--- config.mk ---
export PLATFORM = sky130hd
export DESIGN_NAME = sram_base_decoder
export DESIGN_NICKNAME = d
export VERILOG_FILES = /design/src/rtl/sram_dec_pkg.sv /design/src/rtl/bank_cfg_reg.sv /design/src/rtl/bank_match.sv /design/src/rtl/bus_router.sv /design/src/rtl/sram_base_decoder.sv
export SDC_FILE = /design/constraint.sdc
export NUM_CORES = 1
export LEC_CHECK = 0
export BUFFER_PORTS_ARGS = -buffer_cell sky130_fd_sc_hd__buf_2
export CELL_PAD_IN_SITES_DETAIL_PLACEMENT = 1
export CELL_PAD_IN_SITES_GLOBAL_PLACEMENT = 1
export CORE_MARGIN = 2
export CORE_UTILIZATION = 33
export DETAILED_ROUTE_END_ITERATION = 8
export PLACE_DENSITY_LB_ADDON = 0.1
export SYNTH_ARGS = -nofsm -noshare
export SYNTH_HDL_FRONTEND = slang
export SYNTH_SLANG_ARGS = --single-unit
--- constraint.sdc ---
create_clock -name clk_i -period 2.5 [get_ports clk_i]
set_input_delay 0.25 -clock clk_i [delete_from_list [all_inputs] [get_ports clk_i]]
set_output_delay 0.25 -clock clk_i [all_outputs]
set_load 0.01 [all_outputs]
--- src/rtl/sram_dec_pkg.sv ---
package sram_dec_pkg;
  typedef enum logic [1:0] {
    ROUTE_NONE  = 2'd0,
    ROUTE_SRAM  = 2'd1,
    ROUTE_CACHE = 2'd2,
    ROUTE_EXT   = 2'd3
  } route_e;

  localparam int VALID_BIT = 0;
  localparam int BUS_BIT   = 7;
  localparam int WP_BIT    = 8;
endpackage

--- src/rtl/bank_cfg_reg.sv ---
module bank_cfg_reg
  import sram_dec_pkg::*;
#(
  parameter int ADDR_W     = 32,
  parameter int PAGE_LOG2  = 11,
  parameter int REG_ADDR_W = 12,
  parameter logic [REG_ADDR_W-1:0] MY_ADDR = '0
) (
  input  logic                  clk_i,
  input  logic                  rst_ni,
  input  logic                  cpu_we_i,
  input  logic [REG_ADDR_W-1:0] cpu_addr_i,
  input  logic [ADDR_W-1:0]     cpu_wdata_i,
  input  logic                  dbg_we_i,
  input  logic [REG_ADDR_W-1:0] dbg_addr_i,
  input  logic [ADDR_W-1:0]     dbg_wdata_i,
  output logic [ADDR_W-1:0]     cfg_o
);
  localparam int BASE_W = ADDR_W - PAGE_LOG2;
  localparam logic [ADDR_W-1:0] ONE    = ADDR_W'(1);
  localparam logic [ADDR_W-1:0] WMASK  = ~((ONE << PAGE_LOG2) - ONE)
                                         | (ONE << WP_BIT) | (ONE << BUS_BIT) | ONE;

  logic              cpu_hit, dbg_hit, wr;
  logic [ADDR_W-1:0] wdata;
  logic [BASE_W-1:0] base_q;
  logic              bus_q, wp_q, valid_q;

  assign cpu_hit = cpu_we_i && (cpu_addr_i == MY_ADDR);
  assign dbg_hit = dbg_we_i && (dbg_addr_i == MY_ADDR);
  assign wr      = cpu_hit || dbg_hit;
  // debug port wins a same-cycle collision
  assign wdata   = dbg_hit ? dbg_wdata_i : cpu_wdata_i;

  // field storage survives reset
  always_ff @(posedge clk_i) begin
    if (wr) begin
      base_q <= wdata[ADDR_W-1:PAGE_LOG2];
      bus_q  <= wdata[BUS_BIT];
      wp_q   <= wdata[WP_BIT];
    end
  end

  always_ff @(posedge clk_i or negedge rst_ni) begin
    if (!rst_ni)  valid_q <= 1'b0;
    else if (wr)  valid_q <= wdata[VALID_BIT];
  end

  always_comb begin
    cfg_o                          = '0;
    cfg_o[ADDR_W-1:PAGE_LOG2]      = base_q;
    cfg_o[WP_BIT]                  = wp_q;
    cfg_o[BUS_BIT]                 = bus_q;
    cfg_o[VALID_BIT]               = valid_q;
  end

  always @(posedge clk_i) begin
    if (!rst_ni) assert_valid_clr_R1: assert (!valid_q);
  end

  assert_wr_capture_R2: assert property (@(posedge clk_i) disable iff (!rst_ni)
    wr |=> cfg_o == ($past(wdata) & WMASK));

  assert_dbg_wins_R3: assert property (@(posedge clk_i) disable iff (!rst_ni)
    (cpu_hit && dbg_hit) |=> cfg_o == ($past(dbg_wdata_i) & WMASK));

  assert_hold_R2: assert property (@(posedge clk_i) disable iff (!rst_ni)
    (!wr && $past(rst_ni)) |=> $stable(cfg_o));
endmodule

--- src/rtl/bank_match.sv ---
module bank_match
  import sram_dec_pkg::*;
#(
  parameter int ADDR_W    = 32,
  parameter int PAGE_LOG2 = 11,
  parameter bit BUS_ID    = 1'b0
) (
  input  logic [ADDR_W-1:0] cfg_i,
  input  logic [ADDR_W-1:0] addr_i,
  output logic              hit_o
);
  assign hit_o = cfg_i[VALID_BIT]
              && (cfg_i[BUS_BIT] == BUS_ID)
              && (addr_i[ADDR_W-1:PAGE_LOG2] == cfg_i[ADDR_W-1:PAGE_LOG2]);
endmodule

--- src/rtl/bus_router.sv ---
module bus_router
  import sram_dec_pkg::*;
#(
  parameter int N_BANKS   = 2,
  parameter int ADDR_W    = 32,
  parameter int PAGE_LOG2 = 11,
  parameter bit BUS_ID    = 1'b0
) (
  input  logic                             clk_i,
  input  logic                             rst_ni,
  input  logic [N_BANKS-1:0][ADDR_W-1:0]   cfg_i,
  input  logic                             req_i,
  input  logic [ADDR_W-1:0]                addr_i,
  input  logic                             we_i,
  input  logic                             cache_i,
  output logic [N_BANKS-1:0]               bank_sel_o,
  output logic                             sram_we_o,
  output logic [1:0]                       route_o,
  output logic                             err_o
);
  logic [N_BANKS-1:0] hit, first_hit, wp_vec;
  logic               wp_hit;

  for (genvar b = 0; b < N_BANKS; b++) begin : g_match
    bank_match #(
      .ADDR_W   (ADDR_W),
      .PAGE_LOG2(PAGE_LOG2),
      .BUS_ID   (BUS_ID)
    ) u_match (
      .cfg_i (cfg_i[b]),
      .addr_i(addr_i),
      .hit_o (hit[b])
    );
    assign wp_vec[b] = cfg_i[b][WP_BIT];
  end

  // isolate lowest set bit: bank 0 has top priority
  assign first_hit = hit & (~hit + N_BANKS'(1));
  assign wp_hit    = |(first_hit & wp_vec);

  always_comb begin
    bank_sel_o = '0;
    sram_we_o  = 1'b0;
    route_o    = ROUTE_NONE;
    err_o      = 1'b0;
    if (req_i) begin
      if (|hit) begin
        if (we_i && wp_hit) begin
          err_o = 1'b1;
        end else begin
          route_o    = ROUTE_SRAM;
          bank_sel_o = first_hit;
          sram_we_o  = we_i;
        end
      end else if (cache_i) begin
        route_o = ROUTE_CACHE;
      end else begin
        route_o = ROUTE_EXT;
      end
    end
  end

  assert_sel_onehot_R9: assert property (@(posedge clk_i) disable iff (!rst_ni)
    $onehot0(bank_sel_o));

  assert_idle_R7: assert property (@(posedge clk_i) disable iff (!rst_ni)
    !req_i |-> (route_o == ROUTE_NONE) && !err_o && (bank_sel_o == '0));

  assert_err_block_R8: assert property (@(posedge clk_i) disable iff (!rst_ni)
    err_o |-> !sram_we_o && (route_o == ROUTE_NONE) && we_i && req_i);

  assert_we_path_R8: assert property (@(posedge clk_i) disable iff (!rst_ni)
    sram_we_o |-> we_i && (route_o == ROUTE_SRAM));

  assert_sel_route_R5: assert property (@(posedge clk_i) disable iff (!rst_ni)
    (bank_sel_o != '0) |-> (route_o == ROUTE_SRAM));
endmodule

--- src/rtl/sram_base_decoder.sv ---
module sram_base_decoder
  import sram_dec_pkg::*;
#(
  parameter int N_BANKS    = 2,
  parameter int ADDR_W     = 32,
  parameter int PAGE_LOG2  = 11,
  parameter int REG_ADDR_W = 12,
  parameter int REG_OFFSET = 'hC04
) (
  input  logic                  clk_i,
  input  logic                  rst_ni,
  input  logic                  cpu_wr_en_i,
  input  logic [REG_ADDR_W-1:0] cpu_wr_addr_i,
  input  logic [ADDR_W-1:0]     cpu_wr_data_i,
  input  logic                  dbg_en_i,
  input  logic                  dbg_we_i,
  input  logic [REG_ADDR_W-1:0] dbg_addr_i,
  input  logic [ADDR_W-1:0]     dbg_wdata_i,
  output logic [ADDR_W-1:0]     dbg_rdata_o,
  input  logic                  d_req_i,
  input  logic [ADDR_W-1:0]     d_addr_i,
  input  logic                  d_we_i,
  input  logic                  d_cache_i,
  output logic [N_BANKS-1:0]    d_bank_sel_o,
  output logic                  d_sram_we_o,
  output logic [1:0]            d_route_o,
  output logic                  d_err_o,
  input  logic                  i_req_i,
  input  logic [ADDR_W-1:0]     i_addr_i,
  input  logic                  i_we_i,
  input  logic                  i_cache_i,
  output logic [N_BANKS-1:0]    i_bank_sel_o,
  output logic                  i_sram_we_o,
  output logic [1:0]            i_route_o,
  output logic                  i_err_o
);
  localparam logic [ADDR_W-1:0] ONE   = ADDR_W'(1);
  localparam logic [ADDR_W-1:0] WMASK = ~((ONE << PAGE_LOG2) - ONE)
                                        | (ONE << WP_BIT) | (ONE << BUS_BIT) | ONE;

  logic [N_BANKS-1:0][ADDR_W-1:0] cfg;
  logic                           dbg_wr;

  assign dbg_wr = dbg_en_i && dbg_we_i;

  for (genvar b = 0; b < N_BANKS; b++) begin : g_bank
    bank_cfg_reg #(
      .ADDR_W    (ADDR_W),
      .PAGE_LOG2 (PAGE_LOG2),
      .REG_ADDR_W(REG_ADDR_W),
      .MY_ADDR   (REG_ADDR_W'(REG_OFFSET + b))
    ) u_reg (
      .clk_i      (clk_i),
      .rst_ni     (rst_ni),
      .cpu_we_i   (cpu_wr_en_i),
      .cpu_addr_i (cpu_wr_addr_i),
      .cpu_wdata_i(cpu_wr_data_i),
      .dbg_we_i   (dbg_wr),
      .dbg_addr_i (dbg_addr_i),
      .dbg_wdata_i(dbg_wdata_i),
      .cfg_o      (cfg[b])
    );
  end

  always_comb begin
    dbg_rdata_o = '0;
    for (int b = 0; b < N_BANKS; b++) begin
      if (dbg_en_i && (dbg_addr_i == REG_ADDR_W'(REG_OFFSET + b)))
        dbg_rdata_o = cfg[b];
    end
  end

  bus_router #(
    .N_BANKS(N_BANKS), .ADDR_W(ADDR_W), .PAGE_LOG2(PAGE_LOG2), .BUS_ID(1'b0)
  ) u_dbus (
    .clk_i     (clk_i),
    .rst_ni    (rst_ni),
    .cfg_i     (cfg),
    .req_i     (d_req_i),
    .addr_i    (d_addr_i),
    .we_i      (d_we_i),
    .cache_i   (d_cache_i),
    .bank_sel_o(d_bank_sel_o),
    .sram_we_o (d_sram_we_o),
    .route_o   (d_route_o),
    .err_o     (d_err_o)
  );

  bus_router #(
    .N_BANKS(N_BANKS), .ADDR_W(ADDR_W), .PAGE_LOG2(PAGE_LOG2), .BUS_ID(1'b1)
  ) u_ibus (
    .clk_i     (clk_i),
    .rst_ni    (rst_ni),
    .cfg_i     (cfg),
    .req_i     (i_req_i),
    .addr_i    (i_addr_i),
    .we_i      (i_we_i),
    .cache_i   (i_cache_i),
    .bank_sel_o(i_bank_sel_o),
    .sram_we_o (i_sram_we_o),
    .route_o   (i_route_o),
    .err_o     (i_err_o)
  );

  assert_rsvd_zero_R4: assert property (@(posedge clk_i) disable iff (!rst_ni)
    (dbg_rdata_o & ~WMASK) == '0);

  assert_rd_idle_R3: assert property (@(posedge clk_i) disable iff (!rst_ni)
    !dbg_en_i |-> dbg_rdata_o == '0);
endmodule

# Yosys cells after proc, flatten, opt, wreduce, memory -nomap -nowiden
# Index checks and enable logic that the tools add are counted.
[op_classes] muxes=30 n_eq_ne=8 reduce_logical=23 addsub=2 n_bitwise=8
[op_table] operator="32-bit two-way mux" count=4
[op_table] operator="21-bit == test" count=4
[op_table] operator="12-bit == test (second input constant)" count=4
[op_table] operator="2-bit two-way mux" count=10
[op_table] operator="1-bit logical AND" count=17
[op_table] operator="1-bit two-way mux" count=16
[op_table] operator="2-bit bitwise AND" count=4
[op_table] operator="2-bit OR reduction" count=4
[op_table] operator="2-bit by 1-bit adder with 2-bit output (second input constant)" count=2
[op_table] operator="2-bit inverter" count=2
[op_table] operator="1-bit logical OR" count=2
[op_table] operator="1-bit inverter" count=2
[word_totals] ff_bits=48 out_inout_bits=44 in_bits=163 word_cells=79

# Longest topological paths before layout
[logic_depth] word_depth=12 mapped_depth=8 ltp_nobuf=6

# Cells and area by module
# Synthesis repeated with hierarchy kept, for this count alone.
[hier_totals] hier_cells=383 hier_area_um2=4565.6
[modules_own_cells] module="bank_cfg_reg at g_bank[1].u_reg" instances=1 cells_per_inst=75 area_per_inst_um2=1270.0
[modules_own_cells] module="bank_cfg_reg at g_bank[0].u_reg" instances=1 cells_per_inst=75 area_per_inst_um2=1266.2
[modules_own_cells] module="sram_base_decoder" instances=1 cells_per_inst=83 area_per_inst_um2=855.8
[modules_own_cells] module="bank_match at u_ibus.g_match[0].u_match ..." instances=2 cells_per_inst=29 area_per_inst_um2=236.5
[modules_own_cells] module="bank_match at u_dbus.g_match[0].u_match ..." instances=2 cells_per_inst=29 area_per_inst_um2=234.0
[modules_own_cells] module="bus_router" instances=2 cells_per_inst=17 area_per_inst_um2=116.4

# Worst setup path after synthesis
# Ideal clock, no wire load.
[synth_path] path_kind="input port to flip-flop" startpoint="in dbg_addr_i[6]" endpoint="reg g_bank[1].u_reg.base_q[0], enable pin" t_arrival_ns=1.901 path_slack_ns=0.216 setup_time_ns=0.383 stages=7 n_path_buf=2 cell_sequence="nor4b_2 -> nand3_2 -> inv_1 -> and3_1 -> buf_2 -> buf_4 -> nand2b_1"
[synth_via] elab_chain_len=3
[synth_rtl] element="start, declared" line_no="sram_base_decoder.sv:17" source="input logic [REG_ADDR_W-1:0] dbg_addr_i,"
[synth_rtl] element="12-bit == test" line_no="bank_cfg_reg.sv:30" source="assign dbg_hit = dbg_we_i && (dbg_addr_i == MY_ADDR);"
[synth_rtl] element="1-bit logical AND" line_no="bank_cfg_reg.sv:30"
[synth_rtl] element="1-bit logical OR" line_no="bank_cfg_reg.sv:31" source="assign wr = cpu_hit || dbg_hit;"
[synth_rtl] element="named net g_bank[1].u_reg.wr" line_no="bank_cfg_reg.sv:24" source="logic cpu_hit, dbg_hit, wr;"
[synth_rtl] element="end signal, assigned" line_no="bank_cfg_reg.sv:38" source="base_q <= wdata[ADDR_W-1:PAGE_LOG2];"
[synth_rtl] element="end, declared" line_no="bank_cfg_reg.sv:26" source="logic [BASE_W-1:0] base_q;"
# The timed path passes the listed nets, and every way through them passes these cells.
# A chain may end at the register's enable or synchronous reset.

# Worst setup path in the final report
[layout_path] startpoint="reg g_bank[1].u_reg.base_q[9]" endpoint="out d_route_o[0]"
[layout_via] elab_chain_len=11
[layout_rtl] element="21-bit == test (*)" line_no="bank_match.sv:14" source="&& (addr_i[ADDR_W-1:PAGE_LOG2] == cfg_i[ADDR_W-1:PAGE_LOG2]);"
[layout_rtl] element="1-bit logical AND (*)" line_no="bank_match.sv:14"
[layout_rtl] element="2-bit inverter" line_no="bus_router.sv:38" source="assign first_hit = hit & (~hit + N_BANKS'(1));"
[layout_rtl] element="2-bit by 1-bit adder with 2-bit output" line_no="bus_router.sv:38"
[layout_rtl] element="2-bit bitwise AND" line_no="bus_router.sv:38"
[layout_rtl] element="2-bit bitwise AND" line_no="bus_router.sv:39" source="assign wp_hit = |(first_hit & wp_vec);"
[layout_rtl] element="2-bit OR reduction" line_no="bus_router.sv:39"
[layout_rtl] element="1-bit logical AND" line_no="bus_router.sv:48" source="if (we_i && wp_hit) begin"
[layout_rtl] element="1-bit two-way mux" line_no="bus_router.sv:48"
[layout_rtl] element="2-bit two-way mux (*)" line_no="bus_router.sv:47" source="if (|hit) begin"
[layout_rtl] element="2-bit two-way mux (*)" line_no="bus_router.sv:46" source="if (req_i) begin"
[layout_rtl] element="end, declared" line_no="sram_base_decoder.sv:26" source="output logic [1:0] d_route_o,"
# Mark *: on every way between the ends. The rest lies on a longest branch, timed or not.

==> impl_metrics.prom <==
# TYPE chip_impl_metric gauge
chip_impl_metric{name="timing_hold_violations_final",unit=""} 0
chip_impl_info{name="cts_tree",value="yes"} 1
chip_impl_metric{name="count_of_input_and_output_buffers",unit=""} 160
chip_impl_metric{name="dieArea",unit="sq um"} 12400
chip_impl_metric{name="placementRows",unit=""} 39
chip_impl_metric{name="routed_length_per_instance",unit="um"} 18.8
chip_impl_metric{name="io_pins",unit=""} 207
chip_impl_metric{name="finalWorstSetupSlack",unit="ns"} -0.130
chip_impl_info{name="min-delay-start",value="dbg_wdata_i[0]"} 1
chip_impl_metric{name="grt.total_usage",unit="%"} 20.2
chip_impl_metric{name="critical-path-max-stage-delay",unit="ns"} 0.45
chip_impl_metric{name="number_of_drc_violations_after_detailed_routing",unit=""} 0
chip_impl_info{name="setup_repair_after_global_routing_missed_its_margin",value="true"} 1
chip_impl_metric{name="wirelength",unit="um"} 12900
chip_impl_metric{name="timing.critical_path.required",unit="ns"} 2.25
chip_impl_metric{name="timing_max_transition_violations_final",unit=""} 0
chip_impl_metric{name="pin_count_of_the_biggest_net_entering_global_routing",unit=""} 27
chip_impl_info{name="ys_dominant_reg_cell",value="edfxtp_1"} 1
chip_impl_metric{name="design.final.nets",unit=""} 704
chip_impl_metric{name="synth_cells",unit=""} 353
chip_impl_info{name="layout.cells.most_common",value="buf_2"} 1
chip_impl_metric{name="path_max_fanout",unit=""} 3
chip_impl_metric{name="post-layout-total-power",unit="mW"} 1.97
chip_impl_metric{name="initial_utilization",unit="%"} 33.6
chip_impl_metric{name="dpl.hpwl",unit="um"} 10600
chip_impl_info{name="crit_path_cell_trace",value="xor2_1, nor4_2, buf_4, nand4_1, nor2_2, mux2_4, o22ai_2, buf_2"} 1
chip_impl_metric{name="comb_power_share",unit="%"} 16.1
chip_impl_metric{name="area.growth.synth_to_final",unit="%"} 39.1
chip_impl_metric{name="p_switching",unit="uW"} 461
chip_impl_info{name="critical_path_class",value="flip-flop to primary output"} 1
chip_impl_metric{name="setup-violations-final",unit=""} 5
chip_impl_info{name="mostFrequentLayoutCells",value="160 x buf_2, 64 x xor2_1, 46 x edfxtp_1"} 1
chip_impl_metric{name="pwr-share-seq",unit="%"} 44.7
chip_impl_metric{name="clk_latency",unit="ns"} 0.28
chip_impl_metric{name="max-vdd-ir-drop",unit="V"} 0.000258
chip_impl_metric{name="grt_overflow_total",unit=""} 0
chip_impl_metric{name="clkTransAtPathRegs",unit="ns"} 0.07
chip_impl_metric{name="max-cap-violations",unit=""} 0
chip_impl_metric{name="route.detailed.vias_per_inst",unit=""} 5.01
chip_impl_metric{name="fin_tns_setup",unit="ns"} -0.375
chip_impl_metric{name="switching_share",unit="%"} 23.4
chip_impl_metric{name="synth_enable_flop_cells",unit=""} 46
chip_impl_metric{name="tritoncts_num_sinks",unit=""} 48
chip_impl_metric{name="antennaDiodeCount",unit=""} 0
chip_impl_info{name="clock_tree.root_cell",value="clkbuf_16"} 1
chip_impl_info{name="cp_slowest_cell",value="edfxtp_1"} 1
chip_impl_info{name="min-delay-path-class",value="input port to flip-flop"} 1
chip_impl_metric{name="vias_in_the_first_global_route",unit=""} 3734
chip_impl_metric{name="maxClockFrequency",unit="GHz"} 0.380
chip_impl_metric{name="synth.cell_area",unit="sq um"} 3820
chip_impl_metric{name="powerDensity",unit="nW/um^2"} 371
chip_impl_metric{name="synth.yosys.warnings",unit=""} 0
chip_impl_metric{name="detailedRoute.firstPassIterationCount",unit=""} 4
chip_impl_metric{name="antenna_found_initial",unit=""} 1
chip_impl_info{name="worst_setup_path_startpoint",value="g_bank[1].u_reg.base_q[9]$_DFFE_PP_"} 1
chip_impl_metric{name="postSynthAreaPerCell",unit="sq um"} 10.8
chip_impl_metric{name="fp.dieH",unit="um"} 112
chip_impl_metric{name="synth-seq-cells",unit=""} 48
chip_impl_metric{name="period_share",unit="%"} 105
chip_impl_metric{name="num_vias",unit=""} 3432
chip_impl_metric{name="clk_path_buf_depth",unit=""} 2
chip_impl_info{name="violations_in_the_final_reports",value="negative setup slack"} 1
chip_impl_metric{name="grt_pass1_wl",unit="um"} 19600
chip_impl_metric{name="fraction_of_layout_cells_with_a_size_suffix_above_1",unit="%"} 47.8
chip_impl_metric{name="die-width",unit="um"} 112
chip_impl_info{name="critPathLaunchType",value="flip-flop"} 1
chip_impl_metric{name="internal-power",unit="mW"} 1.51
chip_impl_metric{name="yosys.cell_types.count",unit=""} 40
chip_impl_metric{name="period_needed",unit="ns"} 2.63
chip_impl_metric{name="core_region_area",unit="sq um"} 11400
chip_impl_metric{name="drt-initial-drc-count",unit=""} 121
chip_impl_metric{name="place_congestion",unit=""} 0.867
chip_impl_metric{name="cts_inserted_buffers",unit=""} 5
chip_impl_metric{name="drt.antenna.violating_nets",unit=""} 0
chip_impl_metric{name="clock_tree.htree_level_count",unit=""} 2
chip_impl_info{name="critical_path.reg2reg.startpoint",value="g_bank[0].u_reg.valid_q$_DFFE_PN0P_"} 1
chip_impl_metric{name="synth-async-reset-ratio",unit="%"} 4.17
chip_impl_info{name="run_status",value="finished with violations"} 1
chip_impl_metric{name="finalClockSkew",unit="ns"} 0
chip_impl_metric{name="portion_of_the_post_synthesis_area_used_by_sequential_elements",unit="%"} 37.5
chip_impl_info{name="endpoint_kind_of_the_worst_setup_timing_path",value="primary output"} 1
chip_impl_metric{name="clock_power_share",unit="%"} 39.2
chip_impl_metric{name="cellLeakagePower",unit="nW"} 2.26
chip_impl_metric{name="worst-endpoint-arrival",unit="ns"} 2.38
-- sequential cells by signal, summed over array words and instances (netlist names) --
register / count
g_bank.u_reg.base_q: 42
g_bank.u_reg.bus_q: 2
g_bank.u_reg.valid_q: 2
g_bank.u_reg.wp_q: 2
-- layer usage --
metal | global-route usage (%) | up-vias | part of all wire [%]
met3 | 2.72 | 14 | 3.9
li1 | - | 1650 | -
met2 | 37.6 | 102 | 52
met5 | 0 | - | 0.054
met4 | 4.69 | 2 | 1.6
met1 | 24.7 | 1664 | 43
-- synthesized netlist by cell type (all sizes together) (2+ instances only) --
master  number  area [sq um]
buf         18           115
edfxtp      46          1380
a21oi        4          20.0
dfrtp        2          50.1
nand2       17          63.8
or2          2          12.5
nand3b       2          15.0
mux2        47           529
xor2        66           578
nor2        35           131
or3b         2          17.5
nand4        9          56.3
nor4        20           125
nor3b        2          26.3
and4         2          17.5
nor4b        7          80.1
nand4b       3          26.3
and3         2          12.5
nand3        4          25.0
mux2i       27           270
xnor2       18           158
nor3         4          20.0
o21ai        4          20.0
inv          2          7.51
-- critical path, delay by kind of cell, from the launching register on --
kind            cells  cell delay [ns]
compound gates      1             0.13
xor+xnor            1             0.19
buf+inv             2             0.32
flops               1             0.45
mux                 1             0.32
simple gates        3             0.67
-- logic make-up after synthesis --
family          after synthesis  synth area share [%]
buf+inv                      20                  3.21
simple gates                116                  17.6
compound gates               10                  1.41
xor+xnor                     84                  19.3
other cells                   1                0.0982
flops                        48                  37.5
mux                          74                  20.9
-- power by group through the flow --
stage | Clock [mW] | Sequential [mW] | Combinational, mW
3_5_place_dp | 0 | 0.898 | 0.304
4_1_cts | 0.784 | 0.880 | 0.313
2_1_floorplan | 0 | 0.898 | 0.143
3_3_place_gp | 0 | 0.898 | 0.296
6_report | 0.772 | 0.880 | 0.318
5_1_grt | 0.810 | 0.880 | 0.346
-- timing repair --
item | CTS | global route
hold buffers | 1 | 0
resized for setup | 10 | 19
setup endpoints to repair | 5 | 10
pin swaps | 15 | 13
buffers inserted | 7 | 5
hold endpoints to repair | 2 | 0
-- final cells by class --
type / instances / area (sq um)
Fill cell: 1318 / 6060
Multi-Input combinational cell: 292 / 2410
Sequential cell: 48 / 1430
Timing Repair Buffer: 192 / 1110
Tap cell: 143 / 179
Clock buffer: 5 / 125
Clock inverter: 3 / 42.5
Inverter: 2 / 7.51
-- per-stage QoR --
step                      worst slack [ns]  hold slack (ns)  cell area, sq um  utilization, %  std cells
after global routing                -0.208            0.201              5310            46.7        685
final                               -0.130            0.199              5310            46.7        685
after global placement              0.0575           0.0393              4930            43.4        666
after detailed placement            0.0160           0.0440              4930            43.4        666
after floorplan                      0.216          -0.0456              3840               -        360
after CTS                          -0.0979            0.200              5200            45.7        680
-- worst paths after layout --
check / to / slack (ns) / cells after the start
max in group asynchronous: g_bank[1].u_reg.valid_q$_DFFE_PN0P_ / 2.13 / 2
max reg2reg: g_bank[0].u_reg.valid_q$_DFFE_PN0P_ / 1.61 / 3
min: g_bank[0].u_reg.valid_q$_DFFE_PN0P_ / 0.20 / 3
min in group asynchronous: g_bank[0].u_reg.valid_q$_DFFE_PN0P_ / 0.28 / 2
max: d_route_o[0] / -0.13 / 8
min reg2reg: g_bank[1].u_reg.valid_q$_DFFE_PN0P_ / 0.72 / 2
No activity file was read; power rests on OpenSTA's default activity.
